`src/rtl/strap_ser_pkg.sv`:
```
package strap_ser_pkg;
  localparam int unsigned WORD_W = 24;

  typedef logic [WORD_W-1:0] sample_t;

  // strobes from control to datapath, valid for one clk cycle
  typedef struct packed {
    logic bitStep;    // bit-clock falling edge seen while active
    logic halfStart;  // that edge also opens a new half-frame
    logic leftHalf;   // the half-frame being opened is the left channel
    logic fmtI2s;     // latched format: 1 = I2S, 0 = left-justified
  } ser_stb_t;
endpackage

```
`src/rtl/strap_ser_ctrl.sv`:
```
module strap_ser_ctrl
  import strap_ser_pkg::*;
#(
  parameter int unsigned STRAP_CYC = 16
) (
  input  logic     clk,
  input  logic     rstN,
  input  logic     sclkIn,
  input  logic     lrckIn,
  input  logic     strapIn,
  output ser_stb_t stb,
  output logic     active
);
  localparam int unsigned CNT_W = $clog2(STRAP_CYC + 1);
  localparam logic [CNT_W-1:0] LAST_CNT = CNT_W'(STRAP_CYC - 1);

  logic sclkQ, sclkPrev, lrckQ, lrckPrev;
  logic [CNT_W-1:0] strapCnt;
  logic fmtI2s;
  logic fallSeen;

  always_ff @(posedge clk) begin
    if (!rstN) begin
      sclkQ    <= 1'b0;
      sclkPrev <= 1'b0;
      lrckQ    <= 1'b0;
      lrckPrev <= 1'b0;
    end else begin
      sclkQ    <= sclkIn;
      sclkPrev <= sclkQ;
      lrckQ    <= lrckIn;
      lrckPrev <= lrckQ;
    end
  end

  // strap window: pin undriven, format sampled on its final cycle
  always_ff @(posedge clk) begin
    if (!rstN) begin
      strapCnt <= '0;
      active   <= 1'b0;
      fmtI2s   <= 1'b0;
    end else if (!active) begin
      strapCnt <= strapCnt + 1'b1;
      if (strapCnt == LAST_CNT) begin
        active <= 1'b1;
        fmtI2s <= strapIn;
      end
    end
  end

  assign fallSeen = sclkPrev & ~sclkQ;

  always_comb begin
    stb.bitStep   = fallSeen & active;
    stb.halfStart = fallSeen & active & (lrckQ ^ lrckPrev);
    stb.leftHalf  = fmtI2s ? ~lrckQ : lrckQ;
    stb.fmtI2s    = fmtI2s;
  end
endmodule

```
`src/rtl/strap_ser_dpath.sv`:
```
module strap_ser_dpath
  import strap_ser_pkg::*;
(
  input  logic     clk,
  input  logic     rstN,
  input  sample_t  leftIn,
  input  sample_t  rightIn,
  input  logic     loadStb,
  input  ser_stb_t stb,
  output logic     sdoOut
);
  localparam int unsigned SH_W = WORD_W + 1;

  sample_t pendL, pendR, heldR, word;
  logic [SH_W-1:0] shReg;

  always_comb word = stb.leftHalf ? pendL : heldR;

  always_ff @(posedge clk) begin
    if (!rstN) begin
      pendL  <= '0;
      pendR  <= '0;
      heldR  <= '0;
      shReg  <= '0;
      sdoOut <= 1'b0;
    end else begin
      if (loadStb) begin
        pendL <= leftIn;
        pendR <= rightIn;
      end
      if (stb.bitStep) begin
        if (stb.halfStart) begin
          if (stb.leftHalf) heldR <= pendR;
          if (stb.fmtI2s) begin
            // slot 0 carries whatever spilled from the previous word
            sdoOut <= shReg[SH_W-1];
            shReg  <= {word, 1'b0};
          end else begin
            sdoOut <= word[WORD_W-1];
            shReg  <= {word[WORD_W-2:0], 2'b00};
          end
        end else begin
          sdoOut <= shReg[SH_W-1];
          shReg  <= {shReg[SH_W-2:0], 1'b0};
        end
      end
    end
  end
endmodule

```
`src/rtl/strap_ser_tx.sv`:
```
module strap_ser_tx
  import strap_ser_pkg::*;
#(
  parameter int unsigned STRAP_CYC = 16
) (
  input  logic              clk,
  input  logic              rstN,
  input  logic              sclkIn,
  input  logic              lrckIn,
  input  logic [WORD_W-1:0] leftIn,
  input  logic [WORD_W-1:0] rightIn,
  input  logic              loadStb,
  input  logic              strapIn,
  output logic              sdoOut,
  output logic              sdoOe
);
  ser_stb_t stb;

  strap_ser_ctrl #(.STRAP_CYC(STRAP_CYC)) u_ctrl (
    .clk(clk), .rstN(rstN), .sclkIn(sclkIn), .lrckIn(lrckIn),
    .strapIn(strapIn), .stb(stb), .active(sdoOe)
  );

  strap_ser_dpath u_dpath (
    .clk(clk), .rstN(rstN), .leftIn(leftIn), .rightIn(rightIn),
    .loadStb(loadStb), .stb(stb), .sdoOut(sdoOut)
  );
endmodule

```
`config.mk`:
```
export PLATFORM = sky130hd
export DESIGN_NAME = strap_ser_tx
export DESIGN_NICKNAME = d
export VERILOG_FILES = /design/src/rtl/strap_ser_pkg.sv /design/src/rtl/strap_ser_ctrl.sv /design/src/rtl/strap_ser_dpath.sv /design/src/rtl/strap_ser_tx.sv
export SDC_FILE = /design/constraint.sdc
export NUM_CORES = 1
export LEC_CHECK = 0
export ABC_AREA = 1
export BUFFER_PORTS_ARGS = -buffer_cell sky130_fd_sc_hd__clkbuf_2
export CELL_PAD_IN_SITES_DETAIL_PLACEMENT = 1
export CELL_PAD_IN_SITES_GLOBAL_PLACEMENT = 1
export CORE_ASPECT_RATIO = 0.6
export CORE_MARGIN = 1
export CORE_UTILIZATION = 44
export DETAILED_ROUTE_END_ITERATION = 10
export PLACE_DENSITY_LB_ADDON = 0.1
export SETUP_SLACK_MARGIN = 0.2
export SLEW_MARGIN = 20
export SYNTH_ARGS = -nofsm -noshare
export SYNTH_HDL_FRONTEND = slang
export SYNTH_HIERARCHICAL = 1
export SYNTH_SLANG_ARGS = --single-unit
```
`constraint.sdc`:
```
create_clock -name clk -period 2.46 [get_ports clk]
set_input_delay 0.246 -clock clk [delete_from_list [all_inputs] [get_ports clk]]
set_output_delay 0.246 -clock clk [all_outputs]
set_load 0.02 [all_outputs]
```
After elaboration in Yosys (flattened, before gate mapping)
Index checks and enable logic that the tools add are counted.
Widths: inputs -> output; s select.
Word-level totals
  latch bits: 0
  bits in registers: 109
  ROM bits: 0
  output and inout port bits: 2
  memory bits (writable): 0
  word-level logic and storage cells: 31
  input bits: 54
  memories: 0
Cells by class
  reduce and logical (&&, ||, !) cells: 2
  div/mod/pow operators: 0
  magnitude comparators: 0
  add/subtract/negate cells: 1
  shift-type cells: 0
  bitwise logic cells: 7
  equality and inequality tests: 1
  muxes and demuxes: 8
  multipliers: 0
Operators by type and width (count)
  $mux 25: 2
  $mux 24: 1
  $add 5x1->5 const B: 1
  $eq 5x4->1 const B: 1
  $mux 1: 5
  $and 1x1->1: 3
  $not 1->1: 3
  $reduce_and 3->1: 1
  $reduce_and 2->1: 1
  $xor 1x1->1: 1

Logic depth before layout (Yosys ltp)
Gate-level depths: netlist of the first run.
  depth after elaboration: 5
  depth in mapped cells: 11
  mapped depth without buffers: 10

By module
The synthesis of the first run kept the hierarchy.
By module, submodules not included
  strap_ser_dpath: cells each 627, times used 1, area each 4249.1 um^2
  strap_ser_ctrl: cells each 58, times used 1, area each 451.7 um^2

Worst setup path after synthesis of the first run
No wires, ideal clock.
  path kind: flip-flop to flip-flop
  from: reg u_ctrl.active
  to: reg u_dpath.shReg[10]
  slack: 0.886 ns
  stages on the path, launching flop included: 11
  period minus slack after synthesis: 1.574 ns
  data arrival time: 1.465 ns
  buffers on the path: 1
  cell sequence: dfxtp_1 > inv_2 > nor2_2 > nand2_2 > nor2_2 > inv_2 > buf_2 > a21oi_1 > nand3_1 > nand2_1 > inv_1
RTL lines
  start, declared: line strap_ser_ctrl.sv:12  | output logic active
  start signal, assigned: line strap_ser_ctrl.sv:40  | active <= 1'b0;
  start signal, assigned: line strap_ser_ctrl.sv:45  | active <= 1'b1;
  end signal, assigned: line strap_ser_dpath.sv:37  | shReg <= {word, 1'b0};
  end signal, assigned: line strap_ser_dpath.sv:40  | shReg <= {word[WORD_W-2:0], 2'b00};
  end signal, assigned: line strap_ser_dpath.sv:44  | shReg <= {shReg[SH_W-2:0], 1'b0};
  end, declared: line strap_ser_dpath.sv:15  | logic [SH_W-1:0] shReg;

==> flow_metrics.py, run 1 <==
metrics = {
    "yosys": {
        "synth_async_sr_flop_share_pct": 0,
        "yosys.cell_types.count": 24,
        "synth_top_area_cell": "sky130_fd_sc_hd__dfxtp_1",
        "synth_warnings": 6,
        "syn_avg_cell_area_um2": 6.86,
        "synth_enable_flop_cells": 0,
        "post-synth-top-count-cell": "sky130_fd_sc_hd__nand2_1",
        "syn-instance-count": 685,
        "synth_top_cells_by_count": "sky130_fd_sc_hd__nand2_1, sky130_fd_sc_hd__nor2_1, sky130_fd_sc_hd__dfxtp_1, sky130_fd_sc_hd__o21ai_0, sky130_fd_sc_hd__inv_1",
        "post-synth-top-area-fraction_pct": 46.0,
        "synth_area_leaders": "sky130_fd_sc_hd__dfxtp_1, sky130_fd_sc_hd__nand2_1, sky130_fd_sc_hd__nor2_1",
        "dominantRegCellSynth": "sky130_fd_sc_hd__dfxtp_1",
        "synth_seq_area_share_pct": 46.0,
        "synth_seq_cells": 108,
        "synthesis.area_mm2": 0.00470,
        "nets_in_the_synthesized_netlist": 741,
    },
    "drt": {
        "route.detailed.drc": 0,
        "drt-wirelength-per-cell_um": 14.0,
        "routed_via_density": 5.04,
        "detailedRoute.firstIterationViolations": 277,
        "detail_route.first_pass.iterations": 4,
        "drt_wl_total_mm": 12.0,
        "routed-via-count": 4307,
        "antenna_violating_nets_post_route": 0,
    },
    "setup_path": {
        "cp_required_ps": 2760,
        "cpMaxStageDelayCell": "sky130_fd_sc_hd__dfxtp_1",
        "worst-path-buf-inv": 3,
        "worst_path_dominant_cell_family": "simple AND/OR/NAND/NOR gates",
        "worst_setup_path_end_kind": "flop",
        "path_max_fanout": 25,
        "slowest_delay_ps": 420,
        "critical_path_class": "flop to flop",
        "timing.critical_path.cells": "inv_2 > nor2_2 > nand2_2 > nor2_2 > inv_2 > nor2_8 > nand2_1 > nand3_1 > nand2_1 > inv_1",
        "timing.critical_path.from_type": "flop",
        "worst-endpoint-arrival_ps": 2250,
    },
    "timing": {
        "worst_relative_slew_slack_pct": 45.1,
        "timing.setup.tns_ps": 0,
        "finalHoldViolations": 0,
        "measured_slew_at_the_worst_slew_check_pin_ps": 823,
        "unrepaired_setup_endpoints_after_global_routing": "no",
        "finalMaxSlewViolations": 0,
        "min_period_over_period_pct": 79.5,
        "timing.final.crit_period_ps": 1960,
        "skew_ps": 8.25,
        "setup-violations-final": 0,
        "max_freq_ghz": 0.511,
    },
    "clocking": {
        "clock_insertion_delay_worst_skew_ps": 350,
        "hold_buffers": 0,
        "clock_tree_from_tritoncts": "yes",
        "post_cts.resized_instances": 0,
        "max-clock-path-buffers": 2,
        "cts.reportedPaths.clkPinSlew_ps": 70,
        "cts_root_buffer": "sky130_fd_sc_hd__clkbuf_16",
        "level_count_of_the_clock_h_tree": 3,
        "cts_made_buffers": 9,
        "cts_sinks": 108,
        "post-cts-setup-buffers": 0,
    },
    "placed_design": {
        "numPlacedInstances": 838,
        "io_buffer_count": 55,
        "detailedPlacementHpwl_mm": 7.92,
        "routabilityCongestion": 0.804,
    },
    "power_and_ir_drop": {
        "powerDensity_mw_per_mm2": 690,
        "p_leak_nw": 2.39,
        "report.power.total_w": 0.00361,
        "worst_ir_drop_vdd_mv": 0.340,
    },
    "grt": {
        "maximum_number_of_pins_on_one_net_before_global_route_repair": 85,
        "grt_pass1_vias": 4343,
        "antenna_found_initial": 0,
        "first_pass_grt_wire_length_mm": 20.7,
        "grtUsageTotal_pct": 23.8,
        "overflow": 0,
    },
    "floorplanning": {
        "design.core.area_mm2": 0.0101,
        "pin_count": 56,
        "std_cell_rows": 28,
        "chipHeight_um": 82.1,
        "floorplan.die.width_um": 135,
        "design.die.area_mm2": 0.0111,
        "floorplan.initialDensity_pct": 46.4,
    },
    "layout": {
        "layout.core_utilization_pct": 51.8,
        "antennaDiodeCount": 0,
        "layout-drive-gt1-share_pct": 12.1,
        "area_growth_syn_to_layout_pct": 11.5,
        "layout.nets": 770,
        "fin_cells": 854,
    },
    "hold_path": {
        "worst_hold_path_type": "primary input to flop",
    },
    "status": {
        "outcome": "finished clean",
    },
    "job": {
        "cap_viol_max_count": 0,
    },
}
## power by group
part | switching, W | leakage [nW] | total [W] | internal, W
combinational | 0.000135 | 1.36 | 0.000216 | 0.0000805
clock | 0.000652 | 0.150 | 0.00155 | 0.000899
sequential | 0.0000378 | 0.884 | 0.00185 | 0.00181
total | 0.000825 | 2.39 | 0.00361 | 0.00279
## layout by cell type (no fill, tap or decap), drive strengths merged
master and count:
a21oi 54, and3 1, buf 6, bufinv 2, clkbuf 66, clkinv 2, clkinvlp 1, dfxtp 108
ha 2, inv 64, nand2 154, nand3 27, nor2 153, o21ai 77, xnor2 1, xor2 1
## path summary, 6_finish.rpt
| kind | slack [ps] | cells past startpoint | to | startpoint |
|---|---|---|---|---|
| worst max-delay path | 500 | 10 | u_dpath/shReg[21] | u_ctrl/active |
| worst max register to register | 500 | 10 | u_dpath/shReg[21] | u_ctrl/active |
| worst min-delay path | 80 | 3 | u_ctrl/sclkQ | sclkIn |
| worst min register to register | 450 | 2 | u_dpath/heldR[15] | u_dpath/heldR[15] |
## cell families after synthesis
group           count (synthesis)  share of synthesized area (%)
compound gates                131                           13.9
fa+ha+maj                       2                          0.532
flops                         108                           46.0
xor+xnor                        2                          0.373
simple gates                  335                           28.1
buf+inv                       107                           11.0
## tightest hold or removal path, delay by kind of cell
family | cells | cell delay (ps)
buf+inv | 2 | 120
simple gates | 1 | 40
## registers in the layout (all words and copies together) (netlist names)
register         flops
u_ctrl/lrckQ         1
u_ctrl/lrckPrev      1
u_dpath/pendL       24
u_dpath/pendR       24
u_ctrl/sclkPrev      1
u_ctrl/sclkQ         1
u_dpath/shReg       24
u_ctrl/fmtI2s        1
u_dpath/heldR       24
u_ctrl/strapCnt      5
u_ctrl/active        1
u_dpath/sdoOut       1
## final cells by class
cell class,instances,area (µm²)
multi-input cells,470,2030
inverters,64,244
well taps,135,169
repair buffers,61,320
flip-flops and latches,108,2160
clock buffers,11,233
fillers,1364,4880
clock inverters,5,85.1
## stage by stage
| stage | hold slack, ps | worst slack, ps | instance area, µm² |
|---|---|---|---|
| after global placement | 427 | 670 | 4920 |
| after CTS | 80.2 | 545 | 5240 |
| after global routing | 72.0 | 324 | 5240 |
| after detailed placement | 438 | 573 | 4920 |
| after floorplan | 339 | 886 | 4700 |
| final | 79.2 | 505 | 5240 |
## routing by layer
layer	global-route usage, %	wire length (µm)	vias up
met5	0	0	-
li1	-	-	2176
met4	7.98	148	0
met3	5.19	441	14
met2	42.6	5720	74
met1	28.7	5680	2043
Power figures use the tool's default switching activity.
==> run 2, diff against run 1 <==
--- a/config.mk
+++ b/config.mk
@@ -11,7 +11,7 @@
 export CELL_PAD_IN_SITES_GLOBAL_PLACEMENT = 1
 export CORE_ASPECT_RATIO = 0.6
 export CORE_MARGIN = 1
-export CORE_UTILIZATION = 44
+export CORE_UTILIZATION = 41
 export DETAILED_ROUTE_END_ITERATION = 10
 export PLACE_DENSITY_LB_ADDON = 0.1
 export SETUP_SLACK_MARGIN = 0.2
==> constraint.sdc (replaced) <==
create_clock -name clk -period 1.8 [get_ports clk]
set_input_delay 0.18 -clock clk [delete_from_list [all_inputs] [get_ports clk]]
set_output_delay 0.18 -clock clk [all_outputs]
set_load 0.02 [all_outputs]
==> flow_metrics.py, run 2 (same netlist as run 1, synthesis figures left out) <==
metrics = {
    "power_and_ir_drop": {
        "p_int_w": 0.00366,
        "p_comb_share_pct": 7.0,
        "powerDensity_mw_per_mm2": 843,
        "switching_share_pct": 23.2,
        "seq_power_share_pct": 52.9,
        "power.share.clock_pct": 40.1,
        "worst_ir_drop_vdd_mv": 0.465,
        "p_leak_nw": 2.57,
        "switching_power_w": 0.00111,
    },
    "setup_path": {
        "cpMaxStageDelayCell": "sky130_fd_sc_hd__dfxtp_4",
        "timing.critical_path.from_type": "flop",
        "path_max_fanout": 7,
        "crit_path_start": "u_ctrl/active",
        "cp_common_cell": "sky130_fd_sc_hd__nor2_4",
        "critical_path_class": "flop to flop",
        "worst-endpoint-arrival_ps": 1870,
        "worst_setup_path_endpoint": "u_dpath/shReg[6]",
        "slowest_delay_ps": 380,
        "r2r-end": "u_dpath/shReg[6]",
        "worst_path_dominant_cell_family": "simple AND/OR/NAND/NOR gates",
        "worst_setup_path_end_kind": "flop",
        "worst-path-buf-inv": 4,
        "timing.critical_path.cells": "inv_6 > nor2_4 > nand2_4 > nor2_4 > clkinv_4 > clkbuf_16 > a21oi_1 > nand3_1 > nand2_1 > inv_1",
        "timing.reg2reg.worst_path_depth": 10,
        "cp_required_ps": 2050,
        "rrSetupSlack_ps": 180,
        "cp_num_cells": 10,
        "reg2reg_from": "u_ctrl/active",
    },
    "timing": {
        "timing.final.crit_period_ps": 1620,
        "min_period_over_period_pct": 89.9,
        "skew_ps": 7.07,
        "finalHoldViolations": 0,
        "max_freq_ghz": 0.618,
        "measured_slew_at_the_worst_slew_check_pin_ps": 448,
        "fin_hold_ws_ps": 8.24,
        "worst_relative_slew_slack_pct": 70.1,
        "unrepaired_setup_endpoints_after_global_routing": "yes",
        "setup-violations-final": 0,
        "timing.setup.tns_ps": 0,
        "finalMaxSlewViolations": 0,
    },
    "placed_design": {
        "io_buffer_count": 55,
        "numPlacedInstances": 853,
        "detailedPlacementHpwl_mm": 8.26,
        "routabilityCongestion": 0.809,
        "area_of_placed_instances_mm2": 0.00504,
    },
    "grt": {
        "grt_pass1_vias": 4497,
        "antenna_found_initial": 0,
        "maximum_number_of_pins_on_one_net_before_global_route_repair": 49,
        "first_pass_grt_wire_length_mm": 20.9,
        "grtUsageTotal_pct": 22.0,
        "overflow": 0,
    },
    "clocking": {
        "max-clock-path-buffers": 2,
        "cts_made_buffers": 9,
        "cts.reportedPaths.clkPinSlew_ps": 70,
        "cts_sinks": 108,
        "hold_buffers": 0,
        "cts_root_buffer": "sky130_fd_sc_hd__clkbuf_16",
        "clock_insertion_delay_worst_skew_ps": 350,
        "level_count_of_the_clock_h_tree": 3,
        "clock_tree_from_tritoncts": "yes",
    },
    "job": {
        "cap_viol_max_count": 0,
    },
    "drt": {
        "drt-wirelength-per-cell_um": 15.5,
        "routed_via_density": 5.07,
        "routed-via-count": 4483,
        "antenna_violating_nets_post_route": 0,
        "detailedRoute.firstIterationViolations": 236,
        "drt_wl_total_mm": 13.7,
        "route.detailed.drc": 0,
        "detail_route.first_pass.iterations": 4,
    },
    "layout": {
        "layout-drive-gt1-share_pct": 17.4,
        "design_area_mm2": 0.00566,
        "layout.cells.most_common": "sky130_fd_sc_hd__nand2_1",
        "fin_cells": 884,
        "area_growth_syn_to_layout_pct": 20.5,
        "layout.core_utilization_pct": 52.2,
        "layout.nets": 798,
        "antennaDiodeCount": 0,
        "final_cell_mix": "sky130_fd_sc_hd__nand2_1, sky130_fd_sc_hd__nor2_1, sky130_fd_sc_hd__dfxtp_1",
    },
    "floorplanning": {
        "floorplan.die.width_um": 140,
        "design.die.area_mm2": 0.0119,
        "std_cell_rows": 29,
        "design.core.area_mm2": 0.0108,
        "pin_count": 56,
        "floorplan.initialDensity_pct": 43.3,
        "chipHeight_um": 84.9,
    },
    "hold_path": {
        "worst_hold_path_type": "primary input to flop",
    },
    "status": {
        "outcome": "finished clean",
    },
}
-- run 2: changes by cell type in the layout (fill, tap and decap cells not counted), moves of 3 or more --
cell / previous run / this run
sky130_fd_sc_hd__buf_4: 6 / 22
sky130_fd_sc_hd__a21oi_1: 54 / 45
sky130_fd_sc_hd__a21oi_2: 0 / 9
sky130_fd_sc_hd__buf_12: 0 / 5
sky130_fd_sc_hd__o21ai_0: 69 / 64
sky130_fd_sc_hd__clkbuf_16: 9 / 13
sky130_fd_sc_hd__nor2_4: 0 / 4
sky130_fd_sc_hd__dfxtp_1: 108 / 105
sky130_fd_sc_hd__inv_2: 4 / 1
sky130_fd_sc_hd__o21ai_1: 8 / 11
-- run 2: cell type report --
class,count,area (µm²)
fill,1420,5180
inverter,64,264
multi-input combinational,472,2130
tap,139,174
clock buffer,9,225
sequential,108,2170
clock inverter,5,55.1
timing repair buffer,87,652
-- run 2: how the worst min path moves through the flow --
stage | startpoint | endpoint | depth (start not counted)
after floorplan | sclkIn | u_ctrl/sclkQ | 2
after global placement | sclkIn | u_ctrl/sclkQ | 3
after detailed placement | lrckIn | u_ctrl/lrckQ | 3
after CTS | sclkIn | u_ctrl/sclkQ | 3
after global routing | lrckIn | u_ctrl/lrckQ | 3
final | sclkIn | u_ctrl/sclkQ | 3
-- run 2: layer usage --
layer	share of wire (%)	vias to the layer above	wire length, µm	track usage [%]
met1	46	2146	6270	25.8
met5	0	-	0	0
li1	-	2243	-	-
met2	49	76	6670	40.6
met4	1.5	0	210	6.79
met3	3.9	18	531	4.57
-- run 2: tightest hold or removal path: stages --
cell and delay (ps):
sky130_fd_sc_hd__clkbuf_2 80, sky130_fd_sc_hd__nand2_1 40, sky130_fd_sc_hd__inv_1 40
-- run 2: power groups by stage --
stage / clock network, W / registers [W] / logic [W]
finish: 0.00192 / 0.00252 / 0.000333
CTS: 0.00198 / 0.00252 / 0.000323
global route: 0.00206 / 0.00253 / 0.000384
detailed placement: 0 / 0.00257 / 0.000318
global placement: 0 / 0.00257 / 0.000306
floorplan: 0 / 0.00256 / 0.000200
-- run 2: timing repair --
item                                    in CTS  in global routing
cloned                                       0                  7
gates resized for setup                      3                 35
endpoints found under the setup margin      45                 46
pin swaps                                    1                 14
setup buffers                                1                  9
-- run 2: stage by stage --
stage	total power [W]	setup slack, ps
floorplan	0.00276	226
global placement	0.00288	211
detailed placement	0.00289	109
CTS	0.00482	192
global route	0.00497	85.1
finish	0.00477	181
